$ cat src/rtl/pcm_rx_pkg.sv
package pcm_rx_pkg;

  typedef enum logic [2:0] {
    FMT_I2S18 = 3'd0,
    FMT_I2S16 = 3'd1,
    FMT_LJ16  = 3'd2,
    FMT_RJ16  = 3'd3,
    FMT_RJ18  = 3'd4
  } fmt_e;

  // Strobes from control to datapath, all valid in one system clock cycle
  typedef struct packed {
    logic shift;      // take dataBit into the word register
    logic clear;      // dataBit is the MSB of a new word
    logic dataBit;    // synchronised serial bit at this bit clock edge
    logic wide;       // word being finished is full width
    logic latchLeft;  // finished word is the left channel
    logic emitPair;   // finished word is the right channel of a full pair
  } dpCtl_t;

endpackage

$ cat src/rtl/pcm_rx_sync.sv
module pcm_rx_sync #(
  parameter int WIDTH  = 3,
  parameter int STAGES = 2
) (
  input  logic             clk,
  input  logic             rstN,
  input  logic [WIDTH-1:0] din,
  output logic [WIDTH-1:0] dout
);

  logic [WIDTH-1:0] pipe [STAGES];

  always_ff @(posedge clk or negedge rstN) begin
    if (!rstN) begin
      for (int i = 0; i < STAGES; i++) pipe[i] <= '0;
    end else begin
      pipe[0] <= din;
      for (int i = 1; i < STAGES; i++) pipe[i] <= pipe[i-1];
    end
  end

  assign dout = pipe[STAGES-1];

endmodule

$ cat src/rtl/pcm_rx_ctrl.sv
module pcm_rx_ctrl
  import pcm_rx_pkg::*;
#(
  parameter int WORD_W    = 18,
  parameter int NARROW_W  = 16,
  parameter int HALF_BITS = 32
) (
  input  logic       clk,
  input  logic       rstN,
  input  logic       bitClkS,
  input  logic       lrClkS,
  input  logic       dataS,
  input  logic [2:0] fmtSel,
  output dpCtl_t     ctl
);

  localparam int IDX_W = $clog2(2 * HALF_BITS);
  localparam int CNT_W = $clog2(WORD_W + 1);
  localparam logic [IDX_W-1:0] IDX_MAX = '1;

  logic             bitClkPrev;
  logic             lrLast, lrRef, lrLocked;
  logic [IDX_W-1:0] idx, curIdx, startIdx;
  logic             active, wordChan, wordWide, leftHave;
  logic [CNT_W-1:0] remain, wordLen;
  logic             fmtOk, isI2s;
  logic             bitRise, lrEdge, dropWord, startNow, finishNow;

  assign bitRise = bitClkS & ~bitClkPrev;
  assign lrEdge  = bitRise && lrRef && (lrClkS != lrLast);
  assign curIdx  = lrEdge ? '0 : idx;

  always_comb begin
    fmtOk    = 1'b1;
    isI2s    = 1'b0;
    startIdx = '0;
    wordLen  = CNT_W'(NARROW_W);
    case (fmtSel)
      FMT_I2S18: begin isI2s = 1'b1; startIdx = IDX_W'(1); wordLen = CNT_W'(WORD_W); end
      FMT_I2S16: begin isI2s = 1'b1; startIdx = IDX_W'(1); end
      FMT_LJ16:  startIdx = '0;
      FMT_RJ16:  startIdx = IDX_W'(HALF_BITS - NARROW_W);
      FMT_RJ18:  begin startIdx = IDX_W'(HALF_BITS - WORD_W); wordLen = CNT_W'(WORD_W); end
      default:   fmtOk = 1'b0;
    endcase
  end

  // An I2S LSB may land on the edge bit; anything else still open is cut short
  assign dropWord  = lrEdge && active && !(isI2s && remain == CNT_W'(1));
  assign startNow  = bitRise && (lrLocked || lrEdge) && fmtOk && (curIdx == startIdx);
  assign finishNow = bitRise && active && !dropWord && !startNow && (remain == CNT_W'(1));

  always_comb begin
    ctl           = '0;
    ctl.dataBit   = dataS;
    ctl.wide      = wordWide;
    ctl.clear     = startNow;
    ctl.shift     = bitRise && (startNow || (active && !dropWord));
    ctl.latchLeft = finishNow && !wordChan;
    ctl.emitPair  = finishNow && wordChan && leftHave;
  end

  always_ff @(posedge clk or negedge rstN) begin
    if (!rstN) begin
      bitClkPrev <= 1'b0;
      lrLast     <= 1'b0;
      lrRef      <= 1'b0;
      lrLocked   <= 1'b0;
      idx        <= '0;
      active     <= 1'b0;
      remain     <= '0;
      wordChan   <= 1'b0;
      wordWide   <= 1'b0;
      leftHave   <= 1'b0;
    end else begin
      bitClkPrev <= bitClkS;
      if (bitRise) begin
        lrLast <= lrClkS;
        lrRef  <= 1'b1;
        if (lrEdge) lrLocked <= 1'b1;
        if (lrEdge)              idx <= IDX_W'(1);
        else if (idx != IDX_MAX) idx <= idx + 1'b1;

        if (startNow) begin
          active   <= 1'b1;
          remain   <= wordLen - 1'b1;
          wordChan <= lrClkS;
          wordWide <= (wordLen == CNT_W'(WORD_W));
        end else if (finishNow || dropWord) begin
          active <= 1'b0;
        end else if (active) begin
          remain <= remain - 1'b1;
        end

        if (finishNow && !wordChan)                     leftHave <= 1'b1;
        else if (dropWord || (finishNow && wordChan))   leftHave <= 1'b0;
      end
    end
  end

endmodule

$ cat src/rtl/pcm_rx_dp.sv
module pcm_rx_dp
  import pcm_rx_pkg::*;
#(
  parameter int WORD_W   = 18,
  parameter int NARROW_W = 16
) (
  input  logic              clk,
  input  logic              rstN,
  input  dpCtl_t            ctl,
  output logic [WORD_W-1:0] leftOut,
  output logic [WORD_W-1:0] rightOut,
  output logic              sampleValid
);

  localparam int PAD_W = WORD_W - NARROW_W;

  logic [WORD_W-1:0] wordReg, shifted, aligned, leftHold;

  assign shifted = {wordReg[WORD_W-2:0], ctl.dataBit};

  generate
    if (PAD_W > 0) begin : g_pad
      assign aligned = ctl.wide ? shifted : {shifted[NARROW_W-1:0], {PAD_W{1'b0}}};
    end else begin : g_nopad
      assign aligned = shifted;
    end
  endgenerate

  always_ff @(posedge clk or negedge rstN) begin
    if (!rstN) begin
      wordReg     <= '0;
      leftHold    <= '0;
      leftOut     <= '0;
      rightOut    <= '0;
      sampleValid <= 1'b0;
    end else begin
      if (ctl.shift) wordReg <= ctl.clear ? {{(WORD_W-1){1'b0}}, ctl.dataBit} : shifted;
      if (ctl.latchLeft) leftHold <= aligned;
      if (ctl.emitPair) begin
        leftOut  <= leftHold;
        rightOut <= aligned;
      end
      sampleValid <= ctl.emitPair;
    end
  end

endmodule

$ cat src/rtl/pcm_rx.sv
module pcm_rx
  import pcm_rx_pkg::*;
#(
  parameter int WORD_W      = 18,
  parameter int NARROW_W    = 16,
  parameter int HALF_BITS   = 32,
  parameter int SYNC_STAGES = 2
) (
  input  logic              clk,
  input  logic              rstN,
  input  logic              bitClkIn,
  input  logic              lrClkIn,
  input  logic              dataIn,
  input  logic [2:0]        fmtSel,
  output logic [WORD_W-1:0] leftOut,
  output logic [WORD_W-1:0] rightOut,
  output logic              sampleValid
);

  logic [2:0] syncOut;
  dpCtl_t     ctl;

  pcm_rx_sync #(.WIDTH(3), .STAGES(SYNC_STAGES)) u_sync (
    .clk  (clk),
    .rstN (rstN),
    .din  ({bitClkIn, lrClkIn, dataIn}),
    .dout (syncOut)
  );

  pcm_rx_ctrl #(.WORD_W(WORD_W), .NARROW_W(NARROW_W), .HALF_BITS(HALF_BITS)) u_ctrl (
    .clk     (clk),
    .rstN    (rstN),
    .bitClkS (syncOut[2]),
    .lrClkS  (syncOut[1]),
    .dataS   (syncOut[0]),
    .fmtSel  (fmtSel),
    .ctl     (ctl)
  );

  pcm_rx_dp #(.WORD_W(WORD_W), .NARROW_W(NARROW_W)) u_dp (
    .clk         (clk),
    .rstN        (rstN),
    .ctl         (ctl),
    .leftOut     (leftOut),
    .rightOut    (rightOut),
    .sampleValid (sampleValid)
  );

endmodule

$ cat config.mk
export PLATFORM = sky130hd
export DESIGN_NAME = pcm_rx
export DESIGN_NICKNAME = d
export VERILOG_FILES = /design/src/rtl/pcm_rx_pkg.sv /design/src/rtl/pcm_rx_sync.sv /design/src/rtl/pcm_rx_ctrl.sv /design/src/rtl/pcm_rx_dp.sv /design/src/rtl/pcm_rx.sv
export SDC_FILE = /design/constraint.sdc
export NUM_CORES = 1
export LEC_CHECK = 0
export BUFFER_PORTS_ARGS = -buffer_cell sky130_fd_sc_hd__buf_2
export CAP_MARGIN = 20
export CORE_UTILIZATION = 60
export DETAILED_ROUTE_END_ITERATION = 6
export PLACE_DENSITY = 0.81
export SYNTH_ARGS = -nofsm -noshare
export SYNTH_HDL_FRONTEND = slang
export SYNTH_SLANG_ARGS = --single-unit
$ cat constraint.sdc
create_clock -name clk -period 3.54 [get_ports clk]
set_input_delay 0.708 -clock clk [delete_from_list [all_inputs] [get_ports clk]]
set_output_delay 0.708 -clock clk [all_outputs]
set_load 0.02 [all_outputs]
**Word-level counts from Yosys, hierarchy flattened**

Index checks and enable logic that the tools add are counted.
Widths: inputs -> output; s select.

- Add/subtract/negate cells: 3
- Equality and inequality tests: 10
- Multiplexer cells: 16
- Bitwise operators: 2
- Reduce and logical (&&, ||, !) cells: 39

Operators by type and width:

| kind | number |
|---|---|
| $mux 18 | 1 |
| $mux 6 | 3 |
| $logic_and 1x1->1 | 17 |
| $mux 17 | 1 |
| $mux 5 | 3 |
| $pmux 5 s3 | 1 |
| $reduce_and 2->1 | 5 |
| $sub 5x1->5 const B | 2 |
| $reduce_bool 2->1 | 4 |
| $add 6x1->6 const B | 1 |
| $eq 3x2->1 const B | 2 |
| $eq 6x5->1 | 1 |
| $mux 1 | 6 |
| $ne 6x6->1 const B | 1 |
| $eq 5x1->1 const B | 1 |
| $eq 5x5->1 const B | 1 |
| $reduce_or 5->1 | 1 |
| $logic_not 1->1 | 4 |
| $logic_or 1x1->1 | 4 |
| $reduce_or 2->1 | 2 |
| $eq 3x1->1 const B | 1 |
| $eq 3x3->1 const B | 1 |
| $logic_not 3->1 | 1 |
| $reduce_and 3->1 | 1 |
| other kinds (5) | 5 |

- Register bits after elaboration: 97
- Input bits: 8
- Output and inout bits: 37
- Logic and storage cells: 87

**Logic depth before layout (Yosys ltp)**

Gate-level depths: netlist of run 1.

- Depth after elaboration: 15
- Gate-level depth with buffers: 11
- Gate-level depth less buffers: 8

**Modules after synthesis**

Synthesis of run 1 repeated with hierarchy kept, for this count alone.

- Cell total of the unflattened synthesis: 370
- Area, all modules: 4257.8 sq um

By module, submodules not included:

| module | times used | cells each | area an instance (sq um) | seq. area each (sq um) |
|---|---|---|---|---|
| pcm_rx_dp | 1 | 247 | 2939.1 | 1801.7 |
| pcm_rx_ctrl | 1 | 114 | 1146.1 | 475.5 |
| pcm_rx_sync | 1 | 9 | 172.7 | 150.1 |

**Worst setup path after synthesis of run 1**

OpenSTA, ideal clock, no wires.

- Path type: input-to-reg
- Start: input fmtSel[1]
- End: register u_dp.leftHold[10]
- Library setup time: 125 ps
- Arrival: 2361 ps
- Required time: 3415 ps
- Slack: 1054 ps
- Cell stages on the path: 8
- Buffers on the path: 2
- Cells stage by stage: nor3b_1 -> nor4_1 -> a2bb2oi_1 -> a221oi_4 -> or3_1 -> buf_6 -> buf_12 -> mux2_4

- Longest elaborated chain between the ends: 11
- Elaborated cells on any way between the ends: 22
- Those cells by class: eq/ne: 5; mux: 3; reduce/logical: 14

RTL lines:

| element | line | RTL |
|---|---|---|
| start: declaration | pcm_rx.sv:14 | `input logic [2:0] fmtSel,` |
| branches (longest 8 deep; another with $eq 6x5->1) | n/a |  |
| $logic_and 1x1->1 * (2 in a row) | pcm_rx_ctrl.sv:51 | `assign finishNow = bitRise && active && !dropWord && !startNow && (remain == CNT_W'(1));` |
| $logic_and 1x1->1 * | pcm_rx_ctrl.sv:59 | `ctl.latchLeft = finishNow && !wordChan;` |
| end signal: assignment | pcm_rx_dp.sv:38 | `if (ctl.latchLeft) leftHold <= aligned;` |
| end: declaration | pcm_rx_dp.sv:17 | `logic [WORD_W-1:0] wordReg, shifted, aligned, leftHold;` |

Mark *: on every way between the ends.
A chain may end at the register's enable or synchronous reset.

**Worst setup path in the final report of run 1**

- Start: register u_sync.pipe (netlist bit u_sync.dout[2])
- End: register u_dp.leftHold[0]

- Longest elaborated chain between the ends: 11
- Elaborated cells on any way between the ends: 18
- Those cells by class: eq/ne: 1; mux: 1; bitwise: 1; reduce/logical: 15

RTL lines:

| element | line | RTL |
|---|---|---|
| start: declaration | pcm_rx_sync.sv:11 | `logic [WIDTH-1:0] pipe [STAGES];` |
| $and 1x1->1 * | pcm_rx_ctrl.sv:29 | `assign bitRise = bitClkS & ~bitClkPrev;` |
| branches (longest 7 deep; another with $mux 6) | n/a |  |
| $logic_and 1x1->1 * (2 in a row) | pcm_rx_ctrl.sv:51 |  |
| $logic_and 1x1->1 * | pcm_rx_ctrl.sv:59 |  |

Marked as above.

==> impl_metrics.py, run 1 <==
metrics = {
    "outcome": {
        "status": "complete, no violations",
    },
    "timing": {
        "clock_skew_ns": 0.01460,
        "fin_crit_ns": 2.825,
        "timing.hold.ws_ns": 0.3545,
        "finalCritPeriodShare": 0.7981,
        "setup_viol": 0,
        "tightest_slew_ns": 0.8387,
        "slew-limit-headroom": 0.4409,
        "rsz0062_at_grt": "no",
        "fin_tns_setup_ns": 0,
        "finalMaxSlewViolations": 0,
        "hold_viol": 0,
        "fmax_mhz": 354.0,
    },
    "clock_tree": {
        "cts_tree": "yes",
        "insertion_delay_ns": 0.35,
        "postCtsSetupBuffers": 0,
        "clkSinkCount": 97,
        "cts_buffers": 9,
        "path_clk_slew_ns": 0.09,
        "htree_levels": 3,
        "clockRootBuffer": "clkbuf_8",
        "cts_resized": 0,
        "holdBufCountCts": 0,
        "ctsLongestPathBuffers": 2,
    },
    "critical_path": {
        "crit_fanout": 19,
        "reg2reg_depth": 8,
        "rr_endpoint": "u_dp.leftHold[0]$_DFFE_PN0P_",
        "r2r_slack_ns": 0.71,
        "endpoint_kind": "flip-flop",
        "cp_data_required_time_ns": 3.78,
        "crit-reg2reg-launch": "u_sync.dout[2]$_DFF_PN0_",
        "cp.arrival_ns": 3.06,
        "startpoint_type": "flip-flop",
        "setup.worst_path.end": "u_dp.leftHold[0]$_DFFE_PN0P_",
        "crit_type": "reg2reg",
        "crit_start": "u_sync.dout[2]$_DFF_PN0_",
    },
    "detailed_routing": {
        "drc_errors": 0,
        "dr.pass1.iters": 4,
        "wl_per_cell_um": 15.27,
        "drtIter0Drc": 146,
        "vias_per_cell": 5.446,
        "vias": 2603,
        "wl_um": 7297,
        "ant_nets": 0,
    },
    "synthesis": {
        "syn-num-nets": 338,
        "ys_seq_area_frac": 0.5774,
        "synth_flop_cell": "dfrtp_1",
        "ys_ff_latch": 97,
        "async_flop_share": 1.000,
        "synth.cell_area_mm2": 0.004204,
        "synth_cell_type_count": 43,
        "syn-instance-count": 327,
        "ys_warn_count": 0,
        "synth_edf_count": 0,
        "syn_area_per_cell_um2": 12.86,
    },
    "hold_path": {
        "hold_depth": 0,
        "min_path_type": "reg2reg",
    },
    "die": {
        "core_area_mm2": 0.006794,
        "die_area_mm2": 0.007345,
        "die_y_um": 85.71,
        "rows": 30,
        "die_x_um": 85.71,
        "io_pins": 45,
        "initial_core_util": 0.6188,
    },
    "grt": {
        "antenna_found_initial": 0,
        "grt_pass1_vias": 2590,
        "grt_use_total": 0.2235,
        "grt_pass1_wl_um": 12610,
        "grt_overflow_total": 0,
        "grt_max_degree": 71,
    },
    "finish": {
        "syn_to_final_growth_pct": 11.58,
        "layout_commonest_cell": "dfrtp_1",
        "n_antenna_cell": 0,
        "drive_gt1_frac": 0.3822,
        "layout_common_cells": "dfrtp_1, mux2_2, nand2_1, buf_2, a21oi_1",
        "finalCoreUtilization": 0.6904,
        "num-nets-final": 388,
    },
    "pwr": {
        "power.density_mw_per_mm2": 496.5,
        "p_leak_nw": 2.384,
        "ir_worst_vdd_mv": 0.3026,
    },
    "placed_design": {
        "place_congestion": 0.8569,
        "io_buffers": 44,
        "place_hpwl_um": 4894,
    },
    "flow_run": {
        "cap_violations": 0,
    },
}
==> area by class of cell <==
class | instances | area [um2]
well taps | 96 | 120.1
fillers | 499 | 2103
multi-input cells | 214 | 1672
inverters | 3 | 11.26
flip-flops and latches | 97 | 2427
clock inverters | 6 | 50.05
repair buffers | 52 | 282.8
clock buffers | 10 | 127.6
==> cells by family after synthesis <==
kind of cell,Yosys count,share of synthesized area
DFF,97,0.5774
and+or+nand+nor,90,0.1068
muxes,75,0.2086
AOI/OAI and AO/OA,38,0.05655
buffers and inverters,16,0.02500
xor gates and xnor gates,8,0.01667
adders and majority gates,3,0.008930
==> stage by stage <==
| step | instance area (um2) | std cells | total power [mW] | worst slack, ns |
|---|---|---|---|---|
| 2_1_floorplan | 4204 | 327 | 1.579 | 1.054 |
| 3_3_place_gp | 4513 | 462 | 1.669 | 0.6589 |
| 3_5_place_dp | 4513 | 462 | 1.691 | 0.5570 |
| 4_1_cts | 4691 | 478 | 2.343 | 0.6845 |
| 5_1_grt | 4691 | 478 | 2.446 | 0.4836 |
| 6_report | 4691 | 478 | 2.329 | 0.7149 |
==> worst min-delay path by stage <==
stage                                to                startpoint  slack [ns]
2_1_floorplan  u_sync.dout[0]$_DFF_PN0_  u_sync.pipe[3]$_DFF_PN0_        0.33
3_3_place_gp   u_sync.dout[2]$_DFF_PN0_  u_sync.pipe[5]$_DFF_PN0_        0.33
3_5_place_dp   u_sync.dout[1]$_DFF_PN0_  u_sync.pipe[4]$_DFF_PN0_        0.34
4_1_cts        u_sync.dout[0]$_DFF_PN0_  u_sync.pipe[3]$_DFF_PN0_        0.36
5_1_grt        u_sync.dout[0]$_DFF_PN0_  u_sync.pipe[3]$_DFF_PN0_        0.37
6_report       u_sync.dout[1]$_DFF_PN0_  u_sync.pipe[4]$_DFF_PN0_        0.35
==> sequential cells by signal (all words and copies together) (netlist names), 3 cells and up <==
| signal | cells |
|---|---|
| u_dp.wordReg | 17 |
| u_dp.rightOut | 18 |
| u_dp.leftHold | 18 |
| u_dp.leftOut | 18 |
| u_sync.pipe | 3 |
| u_ctrl.remain | 5 |
| u_ctrl.idx | 6 |
| u_sync.dout | 3 |
==> worst max-delay path, stage by stage, from the launching register on <==
cell and delay, ns:
dfrtp_1 0.39, nor2b_1 0.31, nand3_1 0.32, a2bb2oi_1 0.25, a221oi_4 0.39, buf_4 0.24
or3_1 0.13, buf_4 0.30, mux2_2 0.38
==> power by group <==
| part | total, mW | switching, mW | internal [mW] |
|---|---|---|---|
| combinational | 0.339 | 0.169 | 0.169 |
| clock | 0.654 | 0.389 | 0.265 |
| sequential | 1.34 | 0.138 | 1.20 |
| total | 2.33 | 0.696 | 1.63 |
==> synth_stat cells, drive strengths merged, types with 2 or more instances <==
cell type	number	area share
inv	3	0.0027
ha	3	0.0089
a21o	3	0.0054
nor3	5	0.0086
clkbuf	5	0.0045
nor2	10	0.0089
mux2	74	0.21
xor2	6	0.012
nand2b	5	0.0074
and3	3	0.0045
nand4	3	0.0045
and2	5	0.0077
nand3b	2	0.0036
dfrtp	97	0.58
nand3	3	0.0036
nor2b	3	0.0045
nand2	46	0.042
xnor2	2	0.0042
o21ai	8	0.0095
a21oi	20	0.024
buf	8	0.018
==> metal layers <==
| metal | track usage | wire (um) | up-vias |
|---|---|---|---|
| li1 | - | - | 1238 |
| met1 | 0.3160 | 3479 | 1286 |
| met2 | 0.3527 | 3453 | 70 |
| met3 | 0.03850 | 269 | 9 |
| met5 | 0 | 0 | - |
| met4 | 0.08182 | 94 | 0 |
Power figures use the tool's default switching activity.
==> run 2: changes to the inputs <==
Settings changed: CORE_UTILIZATION 60 to 58, PLACE_DENSITY 0.81 to 0.79.
Clock period 3.54 ns to 2.85 ns, I/O delays scaled along.
==> run 2 against run 1 <==
Clock skew fell by 0.0066 ns. Critical path depth rose by 1. Maximum frequency rose by 15%. Die area rose by 3.4%. Clock power rose by 56%. Critical path type unchanged. Largest cell class unchanged.
==> impl_metrics.py, run 2 (synthesis results as in run 1) <==
metrics = {
    "outcome": {
        "status": "complete, no violations",
    },
    "clock_tree": {
        "path_clk_slew_ns": 0.09,
        "cts_tree": "yes",
        "cts_buffers": 9,
        "htree_levels": 3,
        "ctsLongestPathBuffers": 2,
        "postCtsSetupBuffers": 0,
        "clockRootBuffer": "clkbuf_8",
        "clkSinkCount": 97,
        "insertion_delay_ns": 0.35,
        "cts_resized": 0,
        "holdBufCountCts": 0,
    },
    "critical_path": {
        "crit_path_top_delay_cell": "dfrtp_1",
        "crit_start": "u_ctrl.remain[1]$_DFFE_PN0P_",
        "r2r_slack_ns": 0.39,
        "crit_buf_inv": 2,
        "cp.arrival_ns": 2.70,
        "crit-reg2reg-launch": "u_ctrl.remain[1]$_DFFE_PN0P_",
        "crit_path_cell_trace": "inv_1 > ha_1 > nor4b_4 > and2_2 > o21a_1 > nand2_2 > nor3_4 > buf_4 > mux2_2",
        "endpoint_kind": "flip-flop",
        "cp_top_family": "simple AND/OR/NAND/NOR gates",
        "crit_type": "reg2reg",
        "cp_data_required_time_ns": 3.09,
        "startpoint_type": "flip-flop",
        "cpPeakStageDelay_ns": 0.41,
        "crit_fanout": 20,
    },
    "placed_design": {
        "io_buffers": 44,
        "dp_cells": 464,
        "place_congestion": 0.8017,
        "place_hpwl_um": 4989,
    },
    "grt": {
        "grt_overflow_total": 0,
        "antenna_found_initial": 0,
        "grt_use_total": 0.2190,
        "grt_pass1_wl_um": 12540,
        "grt_pass1_vias": 2536,
        "grt_max_degree": 49,
    },
    "finish": {
        "n_antenna_cell": 0,
        "nFillCells": 514,
        "multi_input_area_mm2": 0.001672,
        "reg_top3": "u_dp.leftHold x18, u_dp.leftOut x18, u_dp.rightOut x18",
        "syn_to_final_growth_pct": 13.87,
        "final-seq-area_mm2": 0.002427,
        "num-nets-final": 391,
        "final_cells": 481,
        "drive_gt1_frac": 0.3896,
        "layout_common_cells": "dfrtp_1, mux2_2, nand2_1, buf_2, a21oi_1",
        "layout_commonest_cell": "dfrtp_1",
    },
    "die": {
        "core_area_mm2": 0.006907,
        "rows": 30,
        "io_pins": 45,
        "die_area_mm2": 0.007593,
        "die_x_um": 87.14,
        "die_y_um": 87.14,
        "initial_core_util": 0.6087,
    },
    "detailed_routing": {
        "wl_per_cell_um": 15.33,
        "vias_per_cell": 5.418,
        "drc_errors": 0,
        "wl_um": 7375,
        "ant_nets": 0,
        "drtIter0Drc": 187,
        "dr.pass1.iters": 4,
        "vias": 2606,
    },
    "hold_path": {
        "min_path_type": "in2async",
    },
    "timing": {
        "fin_crit_ns": 2.464,
        "fmax_mhz": 405.8,
        "rsz0062_at_grt": "no",
        "fin_tns_setup_ns": 0,
        "finalMaxSlewViolations": 0,
        "hold_viol": 0,
        "clock_skew_ns": 0.008026,
        "tightest_slew_ns": 0.7403,
        "finalCritPeriodShare": 0.8647,
        "setup_viol": 0,
        "slew-limit-headroom": 0.5065,
    },
    "pwr": {
        "finalPower_mw": 3.098,
        "p_leak_nw": 2.437,
        "ir_worst_vdd_mv": 0.3449,
        "power.density_mw_per_mm2": 647.1,
    },
    "flow_run": {
        "cap_violations": 0,
    },
}
-- run 2: final timing paths --
kind                            cells after the start                     endpoint
min in group clk                                    1     u_sync.pipe[4]$_DFF_PN0_
max in group asynchronous                           2  u_dp.wordReg[6]$_DFFE_PN0P_
worst min-delay path                                1  u_ctrl.bitClkPrev$_DFF_PN0_
worst max-delay path                                9  u_dp.leftOut[6]$_DFFE_PN0P_
worst max register to register                      9  u_dp.leftOut[6]$_DFFE_PN0P_
worst min register to register                      0     u_sync.dout[2]$_DFF_PN0_
-- run 2: layout make-up --
class                   instances  share of cell area
well taps                      96             0.02509
clock inverters                 4             0.01542
clock buffers                  12             0.03450
repair buffers                 55             0.06639
multi-input cells             214              0.3492
inverters                       3            0.002352
flip-flops and latches         97              0.5071
-- run 2: power breakdown --
group          switching [mW]  internal, mW
Sequential              0.171          1.49
Combinational           0.203         0.211
Clock                   0.456         0.567
Total                   0.830          2.27
-- run 2: stage by stage --
step / setup slack (ns) / utilization / instance area, um2 / hold slack, ns
after floorplan: 0.4715 / - / 4204 / 0.2744
after global placement: 0.3674 / 0.6574 / 4541 / 0.3322
after detailed placement: 0.3039 / 0.6574 / 4541 / 0.3373
after CTS: 0.4002 / 0.6920 / 4780 / 0.06360
after global routing: 0.2582 / 0.6931 / 4787 / 0.06647
final: 0.3856 / 0.6931 / 4787 / 0.06961
-- run 2: metal layers --
metal / up-vias / track usage / routed length (um)
li1: 1247 / - / -
met1: 1298 / 0.3165 / 3588
met2: 51 / 0.3257 / 3426
met3: 10 / 0.05498 / 252
met4: 0 / 0.07750 / 108
met5: - / 0 / 0
==> run 3: changes to the inputs <==
Settings changed: CORE_UTILIZATION 58 to 60, PLACE_DENSITY 0.79 to 0.81, SLEW_MARGIN from default to 10.
Clock period 2.85 ns to 3.05 ns, I/O delays scaled along.
==> run 3 against run 2 <==
Design area fell by 1.5%. Cell count fell by 0.62%. Wire length fell by 1.8%. Maximum frequency fell by 4.8%. Non-clock buffer count fell by 3. Sequential cell count did not move. Sequential power fell by 7%. First-iteration DRC count fell by 64%. Combinational power fell by 5.1%. Die area fell by 3.3%. Global-route usage fell by 0.35 points. Critical endpoint is now u_dp.leftHold[17]$_DFFE_PN0P_. Highest routed layer unchanged.
==> impl_metrics.py, run 3 (synthesis results as in run 1) <==
metrics = {
    "detailed_routing": {
        "wl_um": 7242,
        "vias": 2587,
        "drtIter0Drc": 68,
        "wl_per_cell_um": 15.15,
        "vias_per_cell": 5.412,
        "ant_nets": 0,
        "dr.pass1.iters": 4,
        "drc_errors": 0,
    },
    "grt": {
        "antenna_found_initial": 0,
        "grt_pass1_vias": 2635,
        "grt_pass1_wl_um": 12240,
        "grt_use_total": 0.2155,
        "grtUsageMet1": 0.3070,
        "grt_use_met3": 0.03754,
        "grt_use_met2": 0.3331,
        "gr-max-usage-layer": "met2",
        "grt_overflow_total": 0,
        "grt_max_degree": 50,
    },
    "timing": {
        "fin_crit_ns": 2.590,
        "finalMaxSlewViolations": 0,
        "clock_skew_ns": 0.01164,
        "fin_tns_setup_ns": 0,
        "slew-limit-headroom": 0.5275,
        "hold_viol": 0,
        "tightest_slew_ns": 0.7033,
        "setup_viol": 0,
        "postLayoutSetupSlackWorst_ns": 0.4601,
        "rsz0062_at_grt": "no",
        "finalCritPeriodShare": 0.8492,
        "fmax_mhz": 386.1,
    },
    "placed_design": {
        "dp_cells": 462,
        "io_buffers": 44,
        "place_ws_ns": 0.3055,
        "place_congestion": 0.8531,
        "place_hpwl_um": 4817,
    },
    "pwr": {
        "ir_worst_vdd_mv": 0.3494,
        "p_leak_nw": 2.388,
        "power.density_mw_per_mm2": 574.0,
    },
    "die": {
        "initial_core_util": 0.6188,
        "core_area_mm2": 0.006794,
        "die_area_mm2": 0.007345,
        "io_pins": 45,
        "rows": 30,
        "die_x_um": 85.71,
        "die_y_um": 85.71,
    },
    "flow_run": {
        "cap_violations": 0,
    },
    "clock_tree": {
        "ctsLongestPathBuffers": 2,
        "postCtsSetupBuffers": 0,
        "cts_tree": "yes",
        "clockRootBuffer": "clkbuf_8",
        "htree_levels": 3,
        "cts_buffers": 9,
        "cts_resized": 0,
        "insertion_delay_ns": 0.36,
        "clkSinkCount": 97,
        "holdBufCountCts": 0,
        "path_clk_slew_ns": 0.10,
    },
    "critical_path": {
        "crit_path_top_delay_cell": "a221oi_4",
        "startpoint_type": "flip-flop",
        "crit_fanout": 19,
        "cpPeakStageDelay_ns": 0.44,
        "crit_type": "reg2reg",
        "crit_buf_inv": 1,
        "crit_path_cell_trace": "xor2_1 > nand3_1 > a2bb2oi_1 > a221oi_4 > or3_1 > buf_4 > mux2_2",
        "cp_top_family": "compound AO/OA/AOI/OAI gates",
        "cp_data_required_time_ns": 3.29,
        "cp.arrival_ns": 2.83,
        "endpoint_kind": "flip-flop",
    },
    "finish": {
        "layout_common_cells": "dfrtp_1, mux2_2, nand2_1, buf_2, a21oi_1",
        "num-nets-final": 388,
        "layout_commonest_cell": "dfrtp_1",
        "drive_gt1_frac": 0.3822,
        "n_antenna_cell": 0,
        "final_cells": 478,
        "nFillCells": 507,
        "syn_to_final_growth_pct": 12.20,
        "reg_top3": "u_dp.leftHold x18, u_dp.leftOut x18, u_dp.rightOut x18",
    },
    "hold_path": {
        "min_path_type": "in2async",
    },
    "outcome": {
        "status": "complete, no violations",
    },
}
-- run 3: worst register-to-register path, stage by stage (launching register included) --
cell       delay (ns)
dfrtp_1          0.43
xor2_1           0.22
nand3_1          0.28
a2bb2oi_1        0.25
a221oi_4         0.44
or3_1            0.17
buf_4            0.29
mux2_2           0.39
-- run 3: final timing paths --
path                                                  to  depth (start not counted)  slack [ns]                startpoint
max in group asynchronous   u_dp.rightOut[9]$_DFFE_PN0P_                          2        2.12                      rstN
setup reg to reg           u_dp.leftHold[17]$_DFFE_PN0P_                          7        0.46  u_sync.dout[1]$_DFF_PN0_
setup / recovery           u_dp.leftHold[17]$_DFFE_PN0P_                          7        0.46  u_sync.dout[1]$_DFF_PN0_
min in group clk                u_sync.pipe[5]$_DFF_PN0_                          1        0.35                  bitClkIn
hold reg to reg                 u_sync.dout[2]$_DFF_PN0_                          0        0.36  u_sync.pipe[5]$_DFF_PN0_
hold / removal               u_dp.leftOut[6]$_DFFE_PN0P_                          1        0.26                      rstN
-- run 3: power breakdown --
group / internal (mW) / switching, mW / total, mW
sequential: 1.39 / 0.155 / 1.55
combinational: 0.198 / 0.196 / 0.394
clock: 0.324 / 0.442 / 0.766
total: 1.91 / 0.794 / 2.71
-- run 3: cell type report --
class	count	area [um2]	area share
Multi-Input combinational cell	214	1672	0.3544
Tap cell	96	120.1	0.02546
Sequential cell	97	2427	0.5146
Inverter	3	11.26	0.002387
Clock buffer	11	141.4	0.02997
Timing Repair Buffer	52	307.8	0.06525
Clock inverter	5	37.54	0.007958
-- run 3: layer usage --
metal	wire length [um]	part of all wire
met1	3589	0.50
met3	235	0.032
met2	3320	0.46
met4	97	0.013
met5	0	0
-- run 3: through the flow --
stage	util	instance area, um2	hold WS, ns	power, mW
after floorplan	-	4204	0.3144	1.833
after global placement	0.6680	4538	0.3337	1.938
after detailed placement	0.6680	4538	0.3379	1.963
after CTS	0.6943	4717	0.2841	2.726
after global routing	0.6943	4717	0.3060	2.833
final	0.6943	4717	0.2644	2.707
